===== config.mk =====
export PLATFORM = sky130hd
export DESIGN_NAME = dbg_move_unit
export DESIGN_NICKNAME = d
export VERILOG_FILES = /design/src/rtl/dbg_move_pkg.sv /design/src/rtl/dbg_move_decode.sv /design/src/rtl/dbg_move_store.sv /design/src/rtl/dbg_move_seq.sv /design/src/rtl/dbg_move_unit.sv
export SDC_FILE = /design/constraint.sdc
export NUM_CORES = 1
export LEC_CHECK = 0
export ABC_CLOCK_PERIOD_IN_PS = 4600
export BUFFER_PORTS_ARGS = -buffer_cell sky130_fd_sc_hd__buf_4
export CAP_MARGIN = 0
export CORE_MARGIN = 5
export CORE_UTILIZATION = 58
export DETAILED_ROUTE_END_ITERATION = 12
export GPL_TIMING_DRIVEN = 1
export PLACE_DENSITY = 0.89
export SYNTH_ARGS = -nofsm -noshare
export SYNTH_HDL_FRONTEND = slang
export SYNTH_SLANG_ARGS = --single-unit

===== constraint.sdc =====
create_clock -name clk -period 4.6 [get_ports clk]
set_input_delay 0.23 -clock clk [delete_from_list [all_inputs] [get_ports clk]]
set_output_delay 0.23 -clock clk [all_outputs]
set_load 0.05 [all_outputs]

===== src/rtl/dbg_move_pkg.sv =====
package dbg_move_pkg;

  localparam logic [7:0] OPC_TO_GPR = 8'h21;
  localparam logic [7:0] OPC_TO_DBG = 8'h23;

  typedef enum logic [1:0] {
    CHK_OK    = 2'd0,
    CHK_UNDEF = 2'd1,
    CHK_PROT  = 2'd2
  } chk_e;

  typedef struct packed {
    logic       is_store;
    logic [2:0] slot;
    logic [2:0] gidx;
  } mv_op_t;

endpackage


===== src/rtl/dbg_move_decode.sv =====
module dbg_move_decode
  import dbg_move_pkg::*;
#(
  parameter int RD_FAST = 2,
  parameter int RD_SLOW = 12,
  parameter int WR_FAST = 11,
  parameter int WR_SLOW = 12,
  parameter int LAT_W   = 4
) (
  input  logic [7:0]       opcode,
  input  logic [5:0]       sel_lo,
  input  logic [1:0]       cpl,
  input  logic             real_mode,
  input  logic             dbg_ext_en,
  output chk_e             chk,
  output mv_op_t           op,
  output logic [LAT_W-1:0] lat
);

  logic [2:0] raw_slot;
  logic       known_op;
  logic       priv_ok;
  logic       in_alias;
  logic       slow_slot;

  always_comb begin
    raw_slot  = sel_lo[5:3];
    known_op  = (opcode == OPC_TO_GPR) || (opcode == OPC_TO_DBG);
    priv_ok   = real_mode || (cpl == 2'd0);
    in_alias  = (raw_slot == 3'd4) || (raw_slot == 3'd5);

    op.is_store = (opcode == OPC_TO_DBG);
    op.slot     = in_alias ? {2'b11, raw_slot[0]} : raw_slot;
    op.gidx     = sel_lo[2:0];

    if (!known_op)                 chk = CHK_UNDEF;
    else if (!priv_ok)             chk = CHK_PROT;
    else if (in_alias && dbg_ext_en) chk = CHK_UNDEF;
    else                           chk = CHK_OK;

    slow_slot = op.slot[2];
    if (op.is_store) lat = slow_slot ? LAT_W'(WR_SLOW) : LAT_W'(WR_FAST);
    else             lat = slow_slot ? LAT_W'(RD_SLOW) : LAT_W'(RD_FAST);
  end

endmodule


===== src/rtl/dbg_move_store.sv =====
module dbg_move_store #(
  parameter int DATA_W = 32,
  parameter int IDX_W  = 3,
  localparam int SLOTS = 1 << IDX_W
) (
  input  logic                    clk,
  input  logic                    rst_n,
  input  logic                    we,
  input  logic [IDX_W-1:0]        widx,
  input  logic [DATA_W-1:0]       wdata,
  input  logic [IDX_W-1:0]        ridx,
  output logic [DATA_W-1:0]       rdata,
  output logic [SLOTS*DATA_W-1:0] flat
);

  logic [DATA_W-1:0] mem_q [SLOTS];

  for (genvar i = 0; i < SLOTS; i++) begin : g_slot
    logic slot_en;
    assign slot_en = we && (widx == IDX_W'(i));

    always_ff @(posedge clk or negedge rst_n) begin
      if (!rst_n)       mem_q[i] <= '0;
      else if (slot_en) mem_q[i] <= wdata;
    end

    assign flat[i*DATA_W +: DATA_W] = mem_q[i];
  end

  assign rdata = mem_q[ridx];

  AST_NO_ALIAS_SLOT: assert property (@(posedge clk) disable iff (!rst_n)
    we |-> (widx != IDX_W'(4) && widx != IDX_W'(5)));

endmodule


===== src/rtl/dbg_move_seq.sv =====
module dbg_move_seq
  import dbg_move_pkg::*;
#(
  parameter int DATA_W = 32,
  parameter int LAT_W  = 4
) (
  input  logic              clk,
  input  logic              rst_n,
  input  logic              start,
  input  chk_e              chk,
  input  mv_op_t            op,
  input  logic [LAT_W-1:0]  lat,
  input  logic [DATA_W-1:0] gpr_rdata,
  input  logic [DATA_W-1:0] slot_rdata,
  output logic [2:0]        slot_ridx,
  output logic              store_we,
  output logic [2:0]        store_widx,
  output logic [DATA_W-1:0] store_wdata,
  output logic              gpr_we,
  output logic [2:0]        gpr_widx,
  output logic [DATA_W-1:0] gpr_wdata,
  output logic              busy,
  output logic              done,
  output logic              undef_fault,
  output logic              prot_fault
);

  typedef enum logic {ST_IDLE = 1'b0, ST_RUN = 1'b1} st_e;

  st_e               state_q, state_d;
  logic [LAT_W-1:0]  cnt_q, cnt_d;
  mv_op_t            op_q, op_d;
  logic [DATA_W-1:0] data_q, data_d;
  logic              done_q, done_d;
  logic              undef_q, undef_d;
  logic              prot_q, prot_d;
  logic              gwe_q, gwe_d;
  logic [2:0]        gidx_q, gidx_d;
  logic [DATA_W-1:0] gdata_q, gdata_d;
  logic              last_cyc;

  assign last_cyc = (state_q == ST_RUN) && (cnt_q == LAT_W'(1));

  always_comb begin
    state_d = state_q;
    cnt_d   = cnt_q;
    op_d    = op_q;
    data_d  = data_q;
    done_d  = 1'b0;
    undef_d = 1'b0;
    prot_d  = 1'b0;
    gwe_d   = 1'b0;
    gidx_d  = gidx_q;
    gdata_d = gdata_q;
    case (state_q)
      ST_IDLE: begin
        if (start) begin
          case (chk)
            CHK_OK: begin
              state_d = ST_RUN;
              cnt_d   = lat;
              op_d    = op;
              data_d  = gpr_rdata;
            end
            CHK_UNDEF: undef_d = 1'b1;
            default:   prot_d  = 1'b1;
          endcase
        end
      end
      default: begin
        cnt_d = cnt_q - LAT_W'(1);
        if (last_cyc) begin
          state_d = ST_IDLE;
          done_d  = 1'b1;
          if (!op_q.is_store) begin
            gwe_d   = 1'b1;
            gidx_d  = op_q.gidx;
            gdata_d = slot_rdata;
          end
        end
      end
    endcase
  end

  always_ff @(posedge clk or negedge rst_n) begin
    if (!rst_n) begin
      state_q <= ST_IDLE;
      cnt_q   <= '0;
      op_q    <= '0;
      data_q  <= '0;
      done_q  <= 1'b0;
      undef_q <= 1'b0;
      prot_q  <= 1'b0;
      gwe_q   <= 1'b0;
      gidx_q  <= '0;
      gdata_q <= '0;
    end else begin
      state_q <= state_d;
      cnt_q   <= cnt_d;
      op_q    <= op_d;
      data_q  <= data_d;
      done_q  <= done_d;
      undef_q <= undef_d;
      prot_q  <= prot_d;
      gwe_q   <= gwe_d;
      gidx_q  <= gidx_d;
      gdata_q <= gdata_d;
    end
  end

  assign slot_ridx   = op_q.slot;
  assign store_we    = last_cyc && op_q.is_store;
  assign store_widx  = op_q.slot;
  assign store_wdata = data_q;
  assign gpr_we      = gwe_q;
  assign gpr_widx    = gidx_q;
  assign gpr_wdata   = gdata_q;
  assign busy        = (state_q == ST_RUN);
  assign done        = done_q;
  assign undef_fault = undef_q;
  assign prot_fault  = prot_q;

  AST_DONE_ONE_CYCLE: assert property (@(posedge clk) disable iff (!rst_n)
    done_q |=> !done_q);
  AST_PULSES_EXCLUSIVE: assert property (@(posedge clk) disable iff (!rst_n)
    $onehot0({done_q, undef_q, prot_q}));
  AST_GPR_WE_WITH_DONE: assert property (@(posedge clk) disable iff (!rst_n)
    gwe_q |-> done_q);
  AST_STORE_NO_GPR_WE: assert property (@(posedge clk) disable iff (!rst_n)
    store_we |=> !gwe_q);
  AST_BUSY_HOLDS: assert property (@(posedge clk) disable iff (!rst_n)
    (busy && !last_cyc) |=> (busy && cnt_q == $past(cnt_q) - LAT_W'(1)));

endmodule


===== src/rtl/dbg_move_unit.sv =====
module dbg_move_unit
  import dbg_move_pkg::*;
#(
  parameter int DATA_W  = 32,
  parameter int RD_FAST = 2,
  parameter int RD_SLOW = 12,
  parameter int WR_FAST = 11,
  parameter int WR_SLOW = 12,
  localparam int IDX_W  = 3,
  localparam int SLOTS  = 1 << IDX_W,
  localparam int LAT_MAX_RD = (RD_FAST > RD_SLOW) ? RD_FAST : RD_SLOW,
  localparam int LAT_MAX_WR = (WR_FAST > WR_SLOW) ? WR_FAST : WR_SLOW,
  localparam int LAT_MAX = (LAT_MAX_RD > LAT_MAX_WR) ? LAT_MAX_RD : LAT_MAX_WR,
  localparam int LAT_W   = $clog2(LAT_MAX + 1)
) (
  input  logic                    clk,
  input  logic                    rst_n,
  input  logic                    start,
  input  logic [7:0]              opcode,
  input  logic [7:0]              sel_byte,
  input  logic [1:0]              cpl,
  input  logic                    real_mode,
  input  logic                    dbg_ext_en,
  output logic [IDX_W-1:0]        gpr_ridx,
  input  logic [DATA_W-1:0]       gpr_rdata,
  output logic                    gpr_we,
  output logic [IDX_W-1:0]        gpr_widx,
  output logic [DATA_W-1:0]       gpr_wdata,
  output logic [SLOTS*DATA_W-1:0] dbg_regs,
  output logic                    busy,
  output logic                    done,
  output logic                    flags_undef,
  output logic                    undef_fault,
  output logic                    prot_fault
);

  chk_e              chk;
  mv_op_t            op;
  logic [LAT_W-1:0]  lat;
  logic [2:0]        slot_ridx;
  logic [DATA_W-1:0] slot_rdata;
  logic              store_we;
  logic [2:0]        store_widx;
  logic [DATA_W-1:0] store_wdata;

  assign gpr_ridx = sel_byte[2:0];

  dbg_move_decode #(
    .RD_FAST(RD_FAST), .RD_SLOW(RD_SLOW),
    .WR_FAST(WR_FAST), .WR_SLOW(WR_SLOW), .LAT_W(LAT_W)
  ) u_decode (
    .opcode     (opcode),
    .sel_lo     (sel_byte[5:0]),
    .cpl        (cpl),
    .real_mode  (real_mode),
    .dbg_ext_en (dbg_ext_en),
    .chk        (chk),
    .op         (op),
    .lat        (lat)
  );

  dbg_move_seq #(.DATA_W(DATA_W), .LAT_W(LAT_W)) u_seq (
    .clk         (clk),
    .rst_n       (rst_n),
    .start       (start),
    .chk         (chk),
    .op          (op),
    .lat         (lat),
    .gpr_rdata   (gpr_rdata),
    .slot_rdata  (slot_rdata),
    .slot_ridx   (slot_ridx),
    .store_we    (store_we),
    .store_widx  (store_widx),
    .store_wdata (store_wdata),
    .gpr_we      (gpr_we),
    .gpr_widx    (gpr_widx),
    .gpr_wdata   (gpr_wdata),
    .busy        (busy),
    .done        (done),
    .undef_fault (undef_fault),
    .prot_fault  (prot_fault)
  );

  dbg_move_store #(.DATA_W(DATA_W), .IDX_W(IDX_W)) u_store (
    .clk   (clk),
    .rst_n (rst_n),
    .we    (store_we),
    .widx  (store_widx),
    .wdata (store_wdata),
    .ridx  (slot_ridx),
    .rdata (slot_rdata),
    .flat  (dbg_regs)
  );

  assign flags_undef = done;

  AST_FAULT_NO_UPDATE: assert property (@(posedge clk) disable iff (!rst_n)
    (undef_fault || prot_fault) |-> $stable(dbg_regs));
  AST_MOD_IGNORED: assert property (@(posedge clk) disable iff (!rst_n)
    (start && !busy && chk == CHK_OK && sel_byte[7:6] != 2'b11) |=> busy);
  AST_FLAGS_WITH_DONE: assert property (@(posedge clk) disable iff (!rst_n)
    flags_undef |-> !undef_fault && !prot_fault);

endmodule


## Word-level counts from Yosys, hierarchy flattened

Cells that the tools add are included.

| storage, ports and cells | value |
|---|---|
| output and inout bits | 300 |
| flip-flop bits (word level) | 339 |
| input bits | 55 |

| cells by class | value |
|---|---|
| $add $sub $neg | 1 |
| reductions and logical operators | 23 |
| bitwise logic cells | 3 |
| $lt $le $gt $ge | 1 |
| eq/ne operators | 13 |
| muxes and demuxes | 28 |

Operators with widths:

| kind | number |
|---|---|
| $bmux 32 s3 | 1 |
| $mux 32 | 2 |
| $mux 4 | 5 |
| $eq 3x3->1 const B | 6 |
| $eq 8x6->1 const B | 2 |
| $mux 1 | 16 |
| $logic_and 1x1->1 | 11 |
| $eq 3x2->1 const B | 2 |
| $mux 3 | 2 |
| $reduce_and 3->1 | 2 |
| $eq 4x1->1 const B | 1 |
| $ge 4x4->1 const B | 1 |
| $logic_not 2->1 | 2 |
| $mux 2 | 2 |
| $not 3->4 | 1 |
| $reduce_bool 2->1 | 2 |
| $sub 4x1->4 const B | 1 |
| $eq 3x1->1 const B | 1 |
| $logic_not 3->1 | 1 |
| $logic_or 1x1->1 | 3 |
| $eq 2x1->1 const B | 1 |
| $not 1->1 | 2 |
| $reduce_and 2->1 | 1 |
| $reduce_or 2->1 | 1 |

## Logic depth before layout (Yosys ltp)

Gate-level depths: netlist (run 1).

| depth | value |
|---|---|
| word-level depth | 11 |
| depth in mapped cells | 8 |

## Modules after synthesis

Synthesis (run 1) repeated with hierarchy kept, for this count alone.

| second synthesis, totals | value |
|---|---|
| cell total of the unflattened synthesis | 885 |
| area total of the unflattened synthesis | 15202.1 um2 |

Modules (own cells, without submodules):

| module | area each (um2) | cells an instance | times used | sequential area each (um2) |
|---|---|---|---|---|
| dbg_move_store | 11634.9 | 665 | 1 | 6406.1 |
| dbg_move_seq | 3409.5 | 198 | 1 | 2077.0 |
| dbg_move_decode | 127.6 | 18 | 1 | 0.0 |
| dbg_move_unit | 30.0 | 4 | 1 | 0.0 |

## Worst setup path before layout (run 1)

No wires, ideal clock.

| timing path | value |
|---|---|
| path kind | register to register |
| start point | register u_seq.state_q, in the netlist u_seq.busy |
| end point | register u_store.mem_q (netlist bit u_store.flat[98]) |
| path buffers | 1 |
| data arrival time | 1.889 ns |
| stages on the path, launching flop included | 6 |
| required time | 4.472 ns |
| library setup time | 0.128 ns |
| setup slack | 2.584 ns |
| cell sequence | dfrtp_1 and4bb_1 nor3b_4 nand3_2 buf_2 mux2_1 |

| on the way | value |
|---|---|
| word-level cells in the longest chain between the ends | 3 |

Ends and longest elaborated chain:

| element | RTL line | text |
|---|---|---|
| start: declaration | dbg_move_seq.sv:30 | `st_e state_q, state_d;` |
| start signal: assignment | dbg_move_seq.sv:98 | `state_q <= state_d;` |
| $logic_and 1x1->1 | dbg_move_seq.sv:42 | `assign last_cyc = (state_q == ST_RUN) && (cnt_q == LAT_W'(1));` |
| $logic_and 1x1->1 | dbg_move_seq.sv:112 | `assign store_we = last_cyc && op_q.is_store;` |
| $logic_and 1x1->1 | dbg_move_store.sv:20 | `assign slot_en = we && (widx == IDX_W'(i));` |
| end signal: indexed assignment | dbg_move_store.sv:24 | `else if (slot_en) mem_q[i] <= wdata;` |
| end: declaration | dbg_move_store.sv:16 | `logic [DATA_W-1:0] mem_q [SLOTS];` |

No other way between the ends.
A chain may end at the register's enable or synchronous reset.

## Worst setup path in the final report (run 1)

| timing path | value |
|---|---|
| start point | register u_seq.op_q (netlist bit u_seq.slot_ridx[2]) |
| end point | register u_store.mem_q (netlist bit u_store.flat[164]) |

| on the way | value |
|---|---|
| word-level cells in the longest chain between the ends | 2 |

Ends and longest elaborated chain:

| element | RTL line | text |
|---|---|---|
| start: declaration | dbg_move_seq.sv:32 | `mv_op_t op_q, op_d;` |
| start signal: assignment | dbg_move_seq.sv:100 | `op_q <= op_d;` |
| $eq 3x3->1 | dbg_move_store.sv:20 |  |
| $logic_and 1x1->1 | dbg_move_store.sv:20 |  |

No other way between the ends.

==> results.md, run 1 <==
* Post-place instance area at ~17000 sq um
* Yosys reg bits at between 300 and 400
* Leakage Power at between 9 and 10 nW
* Area growth syn-to-layout at 30.5%
* Dpl hpwl at about 25000 um
* Clk buf depth at 3
* Final WS setup at about 1.6 ns
* Syn. warnings at 0
* Final critical-path required period at around 3.0 ns
* Cell taking the most area after synthesis: dfrtp_1
* Fmax at 336 MHz
* Layout net count at roughly 1300
* Cells after Synth at between 900 and 1000
* Mean Syn Cell Area at roughly 16 sq um
* Max_slew headroom at 0.224
* Post-DRT Antenna Nets at 0
* Initial drt markers at around 740
* Drt total wl at around 40000 um
* Sequential share of the synthesized area at 0.583
* Final Power at between 6 and 7 mW
* Number of global-route vias before repair at 10432
* Hold Vio Cnt, Final at 0
* Logic pwr share at 0.076
* CTS Buf Count at 36
* Synth async-reset ratio at 1.00
* RR Startpoint: u_seq.slot_ridx[2]$_DFFE_PN0P_
* Filler instances at 1468
* Total of max-cap violations at 0
* Switching share of power at 0.235
* DR pass1 iterations at 5
* Seq pwr share at 0.486
* Worst hold endpoint: u_seq.slot_ridx[1]$_DFFE_PN0P_
* Worst path max stage delay at between 1 and 1.5 ns
* GP Congestion at approximately 0.85
* Clk slew on worst S/H paths at approximately 0.060 ns
* Clock power share at 0.437
* CP Capture Type: flip-flop
* Worst path bufs/invs at 0
* Critical path's top delay family: flip-flops
* Hold Crit Start: sel_byte[4]
* Crit path cell chain: and3_1 -> nand2_2 -> mux2_2
* Arrival time at the worst endpoint at 3.36 ns
* Fraction of layout cells with a size suffix above 1 at 0.602
* FF-to-FF setup slack at about 1.6 ns
* WHS at roughly 0.069 ns
* Root buf cell: clkbuf_16
* Critical Path Slowest Stage Cell: dfrtp_4
* # rows at just under 60
* Routed vias at ~9700
* Yosys cell types at 36
* Vias/cell at about 6
* IO Port Bufs at about 350
* Die footprint at roughly 28000 sq um
* Post-synth EDFFs at 0
* RSZ-0062 raised after global routing: no
* Die Height at approximately 170 um
* First-pass GRT wire length at approximately 63000 um
* Final setup violation count at 0
* Top cells by count, synth: dfrtp_1 (339), mux2_2 (295), mux4_2 (64)
* Initial antenna violation count at 0
* Outcome: finished, final reports clean
* Final instance area at around 19000 sq um
* Crit path kind: reg2reg
* IO Count at 355
* Synth Flop Type: dfrtp_1
* Max Clock Skew at between 0.01 and 0.015 ns
* Reg2Reg Depth at 3
* # DRC at 0
* PD cells at ~340 nW/um^2
* Die X at between 150 and 200 um
* Largest net degree at the start of global routing at 157
* Ant diodes at 0
* Largest cells by area after synthesis: dfrtp_1 (58%), mux2_2 (23%), mux4_2 (9.9%)
* Period utilisation layout at 0.648
* Crit Path Max Fanout at 67
* Worst EP required at around 5.0 ns
* CTS tree: built
* Count of pins over their slew limit at 0
* Clock Latency Late Sink at 0.50 ns
* Hold WC Path Type: in2reg
* Wire per inst at 24.6 um
* Maximum vdd drop at 0.277 mV
* Pint at about 5 mW
* Setup TNS at 0 ns
* CTS sink cnt at roughly 340
* All-Layer GR Usage at 0.285
* Synth Cell Area at around 15000 sq um
* Post-synth top area share at 0.583
* Mapped Nets at 966
* Most numerous cell in the Yosys netlist: dfrtp_1
* NetSw at between 1.5 and 2 mW
* Worst setup SP type: flip-flop
* Worst Hold Depth at 3
* DP Worst Slack at ~1.6 ns
* Max H-tree Level at 2
* Worst-margin pin slew at ~1.2 ns
* Setup bufs post-CTS at 0
* GR Overflow Total at 0
* Initial Util at 0.582
* Area of the core at around 25000 sq um
* FF-to-FF End: u_store.flat[164]$_DFFE_PN0P_
## sequential cells by signal (all words and copies together) (netlist names)
name / cells
u_seq.slot_ridx: 3
u_seq.busy: 1
u_seq.prot_fault: 1
u_seq.gpr_we: 1
u_seq.op_q: 4
u_seq.gpr_wdata: 32
u_seq.gpr_widx: 3
u_seq.store_wdata: 32
u_seq.done: 1
u_store.flat: 256
u_seq.cnt_q: 4
u_seq.undef_fault: 1
## layout by cell type, fill, tap and decap left out, types with 2 or more instances in the layout
cell,count
nand2_2,6
clkbuf_16,37
buf_12,3
a21oi_1,33
nor3_1,2
ha_1,2
dfrtp_4,2
nand2_1,5
mux2_2,295
nor2b_1,2
mux4_2,64
nor2_1,39
and3_1,2
xnor2_1,2
dlygate4sd3_1,39
buf_4,356
clkinv_2,3
clkbuf_1,9
mux2i_1,34
clkbuf_8,11
inv_1,4
nand3_2,2
dfrtp_1,337
mux2_1,2
## cell type report
class / count / area, sq um / share of cell area
Sequential cell: 339 / 8490 / 0.448
Multi-Input combinational cell: 506 / 5750 / 0.303
Timing Repair Buffer: 399 / 3140 / 0.165
Clock buffer: 57 / 1110 / 0.0586
Tap cell: 330 / 413 / 0.0218
Clock inverter: 5 / 52.6 / 0.00277
Inverter: 5 / 18.8 / 0.000989
## cell families (layout without fill, tap and decap cells)
| kind of cell | after synthesis | in the layout | synth area share |
|---|---|---|---|
| muxes | 395 | 395 | 0.353 |
| adders and majority gates | 2 | 2 | 0.00172 |
| AOI/OAI and AO/OA | 39 | 39 | 0.0151 |
| and+or+nand+nor | 68 | 68 | 0.0229 |
| DFF | 339 | 339 | 0.583 |
| xor gates and xnor gates | 2 | 2 | 0.00120 |
| buffers and inverters | 64 | 466 | 0.0231 |
## routing by layer
metal  vias up  global-route usage  routed length, um
li1       4118                   -                  -
met5         -                   0                  0
met4         0               0.101               1300
met1      5117               0.356              15300
met2       396               0.484              20700
met3        84              0.0761               3120
## power groups by stage
stage / Combinational [mW] / Sequential (mW) / Clock [mW]
global route: 0.532 / 3.17 / 3.01
floorplan: 0.192 / 3.27 / 0
global placement: 0.460 / 3.20 / 0
detailed placement: 0.471 / 3.21 / 0
CTS: 0.499 / 3.15 / 2.88
finish: 0.496 / 3.16 / 2.84
## worst reg2reg max path: cells and delay by family, from the launching register on
kind	cells	cell delay (ns)
simple gates	2	1.12
flops	1	1.17
mux	1	0.58
## per-stage QoR
| step | utilization | cells |
|---|---|---|
| after detailed placement | 0.698 | 1540 |
| after CTS | 0.760 | 1641 |
| after global routing | 0.760 | 1641 |
| after floorplan | - | 909 |
| after global placement | 0.698 | 1540 |
| final | 0.760 | 1641 |
## repair_timing
item                      CTS  global route
gates resized for setup     0             0
hold endpoints to repair   73             0
hold buffers               39             0
## worst max path at each step
| stage | endpoint | startpoint | cells past startpoint |
|---|---|---|---|
| after floorplan | u_store.flat[98]$_DFFE_PN0P_ | u_seq.busy$_DFF_PN0_ | 5 |
| after global placement | u_store.flat[212]$_DFFE_PN0P_ | u_seq.slot_ridx[2]$_DFFE_PN0P_ | 3 |
| after detailed placement | u_store.flat[223]$_DFFE_PN0P_ | u_seq.slot_ridx[2]$_DFFE_PN0P_ | 3 |
| after CTS | u_store.flat[207]$_DFFE_PN0P_ | u_seq.slot_ridx[2]$_DFFE_PN0P_ | 3 |
| after global routing | u_store.flat[215]$_DFFE_PN0P_ | u_seq.slot_ridx[2]$_DFFE_PN0P_ | 3 |
| final | u_store.flat[164]$_DFFE_PN0P_ | u_seq.slot_ridx[2]$_DFFE_PN0P_ | 3 |
No activity file was read; power rests on OpenSTA's default activity.
==> run 2, diff against run 1 <==
- ABC_CLOCK_PERIOD_IN_PS: 4600 -> 2750
- CORE_UTILIZATION: 58 -> 54
- PLACE_DENSITY: 0.89 -> 0.84
- clock period: 4.6 -> 2.75 ns (I/O delays scaled with it)
==> run 2 against run 1 <==
Against the previous run:
- sequential share of layout area decreased by 0.93 points
- clock power grew 70%
- utilization decreased by 3.5 points
- setup slack worse by 1.5 ns
- routed wire length up 3.1%
==> results.md, run 2 (synthesis gave the netlist of run 1 again) <==
* Root buf cell: clkbuf_16
* Wire per inst at 24.7 um
* RSZ-0062 raised after global routing: no
* PD cells at ~570 nW/um^2
* CTS sink cnt at 339
* Commonest cells after routing, fill and taps aside: buf_4 (372), dfrtp_1 (337), mux2_2 (295)
* Count of pins over their slew limit at 0
* CP Capture Type: flip-flop
* Post-DRT Antenna Nets at 0
* Vias/cell at approximately 5.8
* Drt total wl at about 42000 um
* Clk slew on worst S/H paths at 0.06 ns
* Die X at ~170 um
* Initial antenna violation count at 0
* Area growth syn-to-layout at 33.2%
* Fin cells at between 1500 and 2000
* Routed vias at 9775
* Layout net count at 1377
* # rows at 60
* Placed Cells at approximately 1600
* Fmax at 383 MHz
* Dpl hpwl at about 27000 um
* Die footprint at 30300 sq um
* Core Util, Final at 0.725
* Final setup violation count at 0
* CTS tree: built
* Fraction of layout cells with a size suffix above 1 at 0.604
* Maximum vdd drop at a little under 0.5 mV
* All-Layer GR Usage at 0.276
* Number of global-route vias before repair at approximately 11000
* Hold Vio Cnt, Final at 0
* GR Overflow Total at 0
* Max H-tree Level at 2
* Area of the core at 26700 sq um
* IO Port Bufs at ~350
* Number of flip-flops in the largest register at 256
* Leakage Power at just under 10 nW
* Die Height at ~170 um
* Worst-margin pin slew at roughly 0.73 ns
* WHS at approximately 0.080 ns
* Total of max-cap violations at 0
* Largest net degree at the start of global routing at 90
* Clock Latency Late Sink at 0.51 ns
* Crit Path Max Fanout at 3
* CTS Buf Count at 36
* Final Power at 11.0 mW
* Most common cell after layout, fill and taps aside: buf_4
* Worst setup SP type: input pin
* Max Clock Skew at between 0.015 and 0.02 ns
* DR pass1 iterations at 4
* IO Count at 355
* Final critical-path required period at approximately 2.6 ns
* Period utilisation layout at 0.949
* Ant diodes at 0
* Max_slew headroom at 0.511
* Outcome: finished, final reports clean
* Setup TNS at 0 ns
* Hold WC Path Type: in2reg
* Clk buf depth at 3
* Worst EP required at approximately 3.2 ns
* GP Congestion at 0.816
* # DRC at 0
* First-pass GRT wire length at 65600 um
* Arrival time at the worst endpoint at 3.05 ns
* Initial Util at 0.544
* Initial drt markers at about 600
* Setup bufs post-CTS at 0
* Crit path kind: in2reg
run 2: cell count changes in the layout (fill, tap and decap cells not counted), sizes merged:
cell and delta:
clkinv +2, clkinvlp -1, inv +2, bufinv +1
buf +23, dlygate4sd3 +10, clkbuf -1
run 2: what timing repair did:
item                      in CTS  in global routing
resized for setup              0                  0
hold endpoints to repair     126                  0
hold buffers                  49                  0
run 2: critical path, cell delays in order:
cell and delay, ns:
dlygate4sd3_1 0.54, buf_4 0.14, nor2_1 0.11, dlygate4sd3_1 0.58, nand3_1 0.17, dlygate4sd3_1 0.65, nor3_1 0.16, dlygate4sd3_1 0.56
run 2: path summary, 6_finish.rpt:
check | startpoint | end | slack, ns | cells past startpoint
min in group asynchronous | rst_n | u_seq.op_q[0]$_DFFE_PN0P_ | 0.25 | 2
worst max-delay path | opcode[2] | u_seq.prot_fault$_DFF_PN0_ | 0.14 | 8
worst min register to register | u_seq.op_q[1]$_DFFE_PN0P_ | u_seq.op_q[1]$_DFFE_PN0P_ | 0.52 | 1
max in group asynchronous | rst_n | u_store.flat[16]$_DFFE_PN0P_ | 1.56 | 4
worst min-delay path | dbg_ext_en | u_seq.cnt_q[3]$_DFFE_PN0P_ | 0.08 | 5
worst max register to register | u_seq.cnt_q[1]$_DFFE_PN0P_ | u_store.flat[46]$_DFFE_PN0P_ | 0.43 | 7
run 2: metrics by stage:
stage,setup WS (ns),instance area (sq um)
after global routing,0.0451,19400
after CTS,0.300,19400
after floorplan,0.734,14500
after global placement,0.504,17700
final,0.141,19400
after detailed placement,0.475,17700
run 2: final cells by class:
type | instances | area, sq um
inverters | 5 | 18.8
clock buffers | 56 | 1090
fillers | 1675 | 7350
repair buffers | 432 | 3500
multi-input cells | 506 | 5750
well taps | 341 | 427
clock inverters | 9 | 103
flip-flops and latches | 339 | 8490
run 2: per-layer routing:
metal | wire, um | GRT usage | vias up | share of wire
met2 | 20600 | 0.462 | 388 | 0.49
met1 | 16600 | 0.350 | 5088 | 0.40
met4 | 1590 | 0.103 | 0 | 0.038
met3 | 2900 | 0.0718 | 106 | 0.070
li1 | - | - | 4193 | -
met5 | 0 | 0 | - | 0
run 2: report_power, final:
part / internal, mW / total (mW) / switching, mW / leakage, nW
Sequential: 5.10 / 5.25 / 0.152 / 4.70
Combinational: 0.376 / 0.889 / 0.513 / 4.65
Clock: 2.91 / 4.83 / 1.92 / 0.589
Total: 8.39 / 11.0 / 2.58 / 9.94
==> run 3, diff against run 2 <==
- BUFFER_PORTS_ARGS: -buffer_cell sky130_fd_sc_hd__buf_4 -> default
- CORE_UTILIZATION: 54 -> 63
- DONT_BUFFER_PORTS: default -> 1
- PLACE_DENSITY: 0.84 -> 0.82
==> run 3 against run 2 <==
Against the previous run:
- global-route usage grew 1.2 points
- critical path type unchanged
- highest routed layer unchanged
- sequential cell count did not move
- count of clock-buffer cells in the layout decreased by 4
- total power decreased by 6.4%
- the flow now finishes with violations (hold timing)
==> results.md, run 3 (synthesis gave the netlist of run 1 again) <==
* Period utilisation layout at 0.883
* Commonest cells after routing, fill and taps aside: dfrtp_1 (337), mux2_2 (295), mux4_2 (64)
* Most common cell after layout, fill and taps aside: dfrtp_1
* Vias/cell at 6.57
* Clk slew on worst S/H paths at about 0.050 ns
* Failing checks: hold timing
* Max Clock Skew at approximately 0.014 ns
* Crit path launch: opcode[2]
* FF-to-FF setup slack at approximately 0.46 ns
* Final critical-path required period at approximately 2.4 ns
* Die footprint at about 26000 sq um
* Number of global-route vias before repair at 9253
* Leakage Power at about 7.9 nW
* Area growth syn-to-layout at 12.7%
* CP Capture Type: flip-flop
* RR Startpoint: u_seq.cnt_q[1]$_DFFE_PN0P_
* Root buf cell: clkbuf_16
* Clock Latency Late Sink at roughly 0.5 ns
* Initial drt markers at around 640
* Clk buf depth at 3
* Number of flip-flops in the largest register at 256
* Arrival time at the worst endpoint at approximately 2.9 ns
* Worst EP required at between 3 and 4 ns
* Routed vias at 8306
* Final Power at 10.3 mW
* Worst-margin pin slew at 0.933 ns
* CTS tree: built
* PD cells at approximately 630 nW/um^2
* Cts hold-fix bufs at 47
* Total of max-cap violations at 0
* IO Count at ~360
* IO Port Bufs at 0
* Post-DRT Antenna Nets at 0
* Fraction of layout cells with a size suffix above 1 at 0.458
* Die Height at between 150 and 200 um
* Critical Path Most Common Cell: dlygate4sd3_1
* Drt total wl at between 30000 and 40000 um
* DR pass1 iterations at 4
* Setup bufs post-CTS at 0
* Crit path cell chain: dlygate4sd3_1 -> nor2_1 -> dlygate4sd3_1 -> nand3_1 -> dlygate4sd3_1 -> nor3_1 -> dlygate4sd3_1
* Worst setup SP type: input pin
* Layout net count at between 1000 and 1500
* Critical Path Slowest Stage Cell: dlygate4sd3_1
* GR Overflow Total at 0
* Hold Vio Cnt, Final at approximately 340
* Worst path max stage delay at roughly 0.60 ns
* Area of the core at 22700 sq um
* Max H-tree Level at 2
* Crit path to: u_seq.prot_fault$_DFF_PN0_
* WHS at -0.653 ns
* Max_slew headroom at 0.378
* CTS-repair resized insts at 0
* All-Layer GR Usage at 0.288
* Setup TNS at 0 ns
* FF-to-FF End: u_store.flat[163]$_DFFE_PN0P_
* GP Congestion at 0.825
* Initial antenna violation count at 0
* Wire per inst at 29.9 um
* Maximum vdd drop at 0.574 mV
* RSZ-0062 raised after global routing: no
* First-pass GRT wire length at 57900 um
* # rows at 55
* Fmax at about 400 MHz
* Count of pins over their slew limit at 0
* Hold WC Path Type: in2async
* Die X at 162 um
* Final setup violation count at 0
* Ant diodes at 0
* Crit path kind: in2reg
* Dpl hpwl at between 20000 and 25000 um
* Initial Util at 0.640
* CTS sink cnt at between 300 and 400
* # DRC at 0
* Crit Path Max Fanout at 3
* Largest net degree at the start of global routing at 340
* Outcome: finished, violations left
* CTS Buf Count at 35
* Reg2Reg Depth at 7
## run 3: layer usage
| metal | wire length (um) | vias to the layer above | global-route usage |
|---|---|---|---|
| li1 | - | 3444 | - |
| met1 | 13300 | 4402 | 0.340 |
| met2 | 19100 | 376 | 0.486 |
| met3 | 4100 | 84 | 0.113 |
| met4 | 1160 | 0 | 0.101 |
| met5 | 0 | - | 0 |
## run 3: how the worst min path moves through the flow
stage / from / to / slack, ns / cells after the start
2_1_floorplan: rst_n / u_seq.busy$_DFF_PN0_ / -0.16 / 0
3_3_place_gp: rst_n / u_seq.gpr_widx[2]$_DFFE_PN0P_ / -0.14 / 0
3_5_place_dp: rst_n / u_seq.gpr_widx[0]$_DFFE_PN0P_ / -0.15 / 0
4_1_cts: rst_n / u_store.flat[224]$_DFFE_PN0P_ / -0.67 / 0
5_1_grt: rst_n / u_seq.gpr_widx[0]$_DFFE_PN0P_ / -0.68 / 0
6_report: rst_n / u_seq.gpr_widx[0]$_DFFE_PN0P_ / -0.65 / 0
## run 3: metrics by stage
stage / worst slack, ns / std cells / area [sq um] / hold slack, ns / utilization
2_1_floorplan: 0.734 / 909 / 14500 / -0.158 / -
3_3_place_gp: 0.565 / 1160 / 14900 / -0.142 / 0.654
3_5_place_dp: 0.462 / 1160 / 14900 / -0.147 / 0.654
4_1_cts: 0.388 / 1264 / 16400 / -0.667 / 0.721
5_1_grt: 0.227 / 1264 / 16400 / -0.678 / 0.721
6_report: 0.321 / 1264 / 16400 / -0.653 / 0.721
## run 3: power breakdown
part / switching, mW / internal (mW)
sequential: 0.341 / 5.10
combinational: 0.186 / 0.244
clock: 1.82 / 2.58
total: 2.34 / 7.93
## run 3: layout make-up
cell class	count	area, sq um
Clock buffer	52	1030
Clock inverter	5	28.8
Fill cell	1387	6330
Inverter	5	18.8
Multi-Input combinational cell	506	5750
Sequential cell	339	8490
Tap cell	285	357
Timing Repair Buffer	72	708
## run 3: critical path: cells and delay by family
kind | cells | cell delay (ns)
AND/OR/NAND/NOR | 3 | 0.43
buffers and inverters | 4 | 2.28
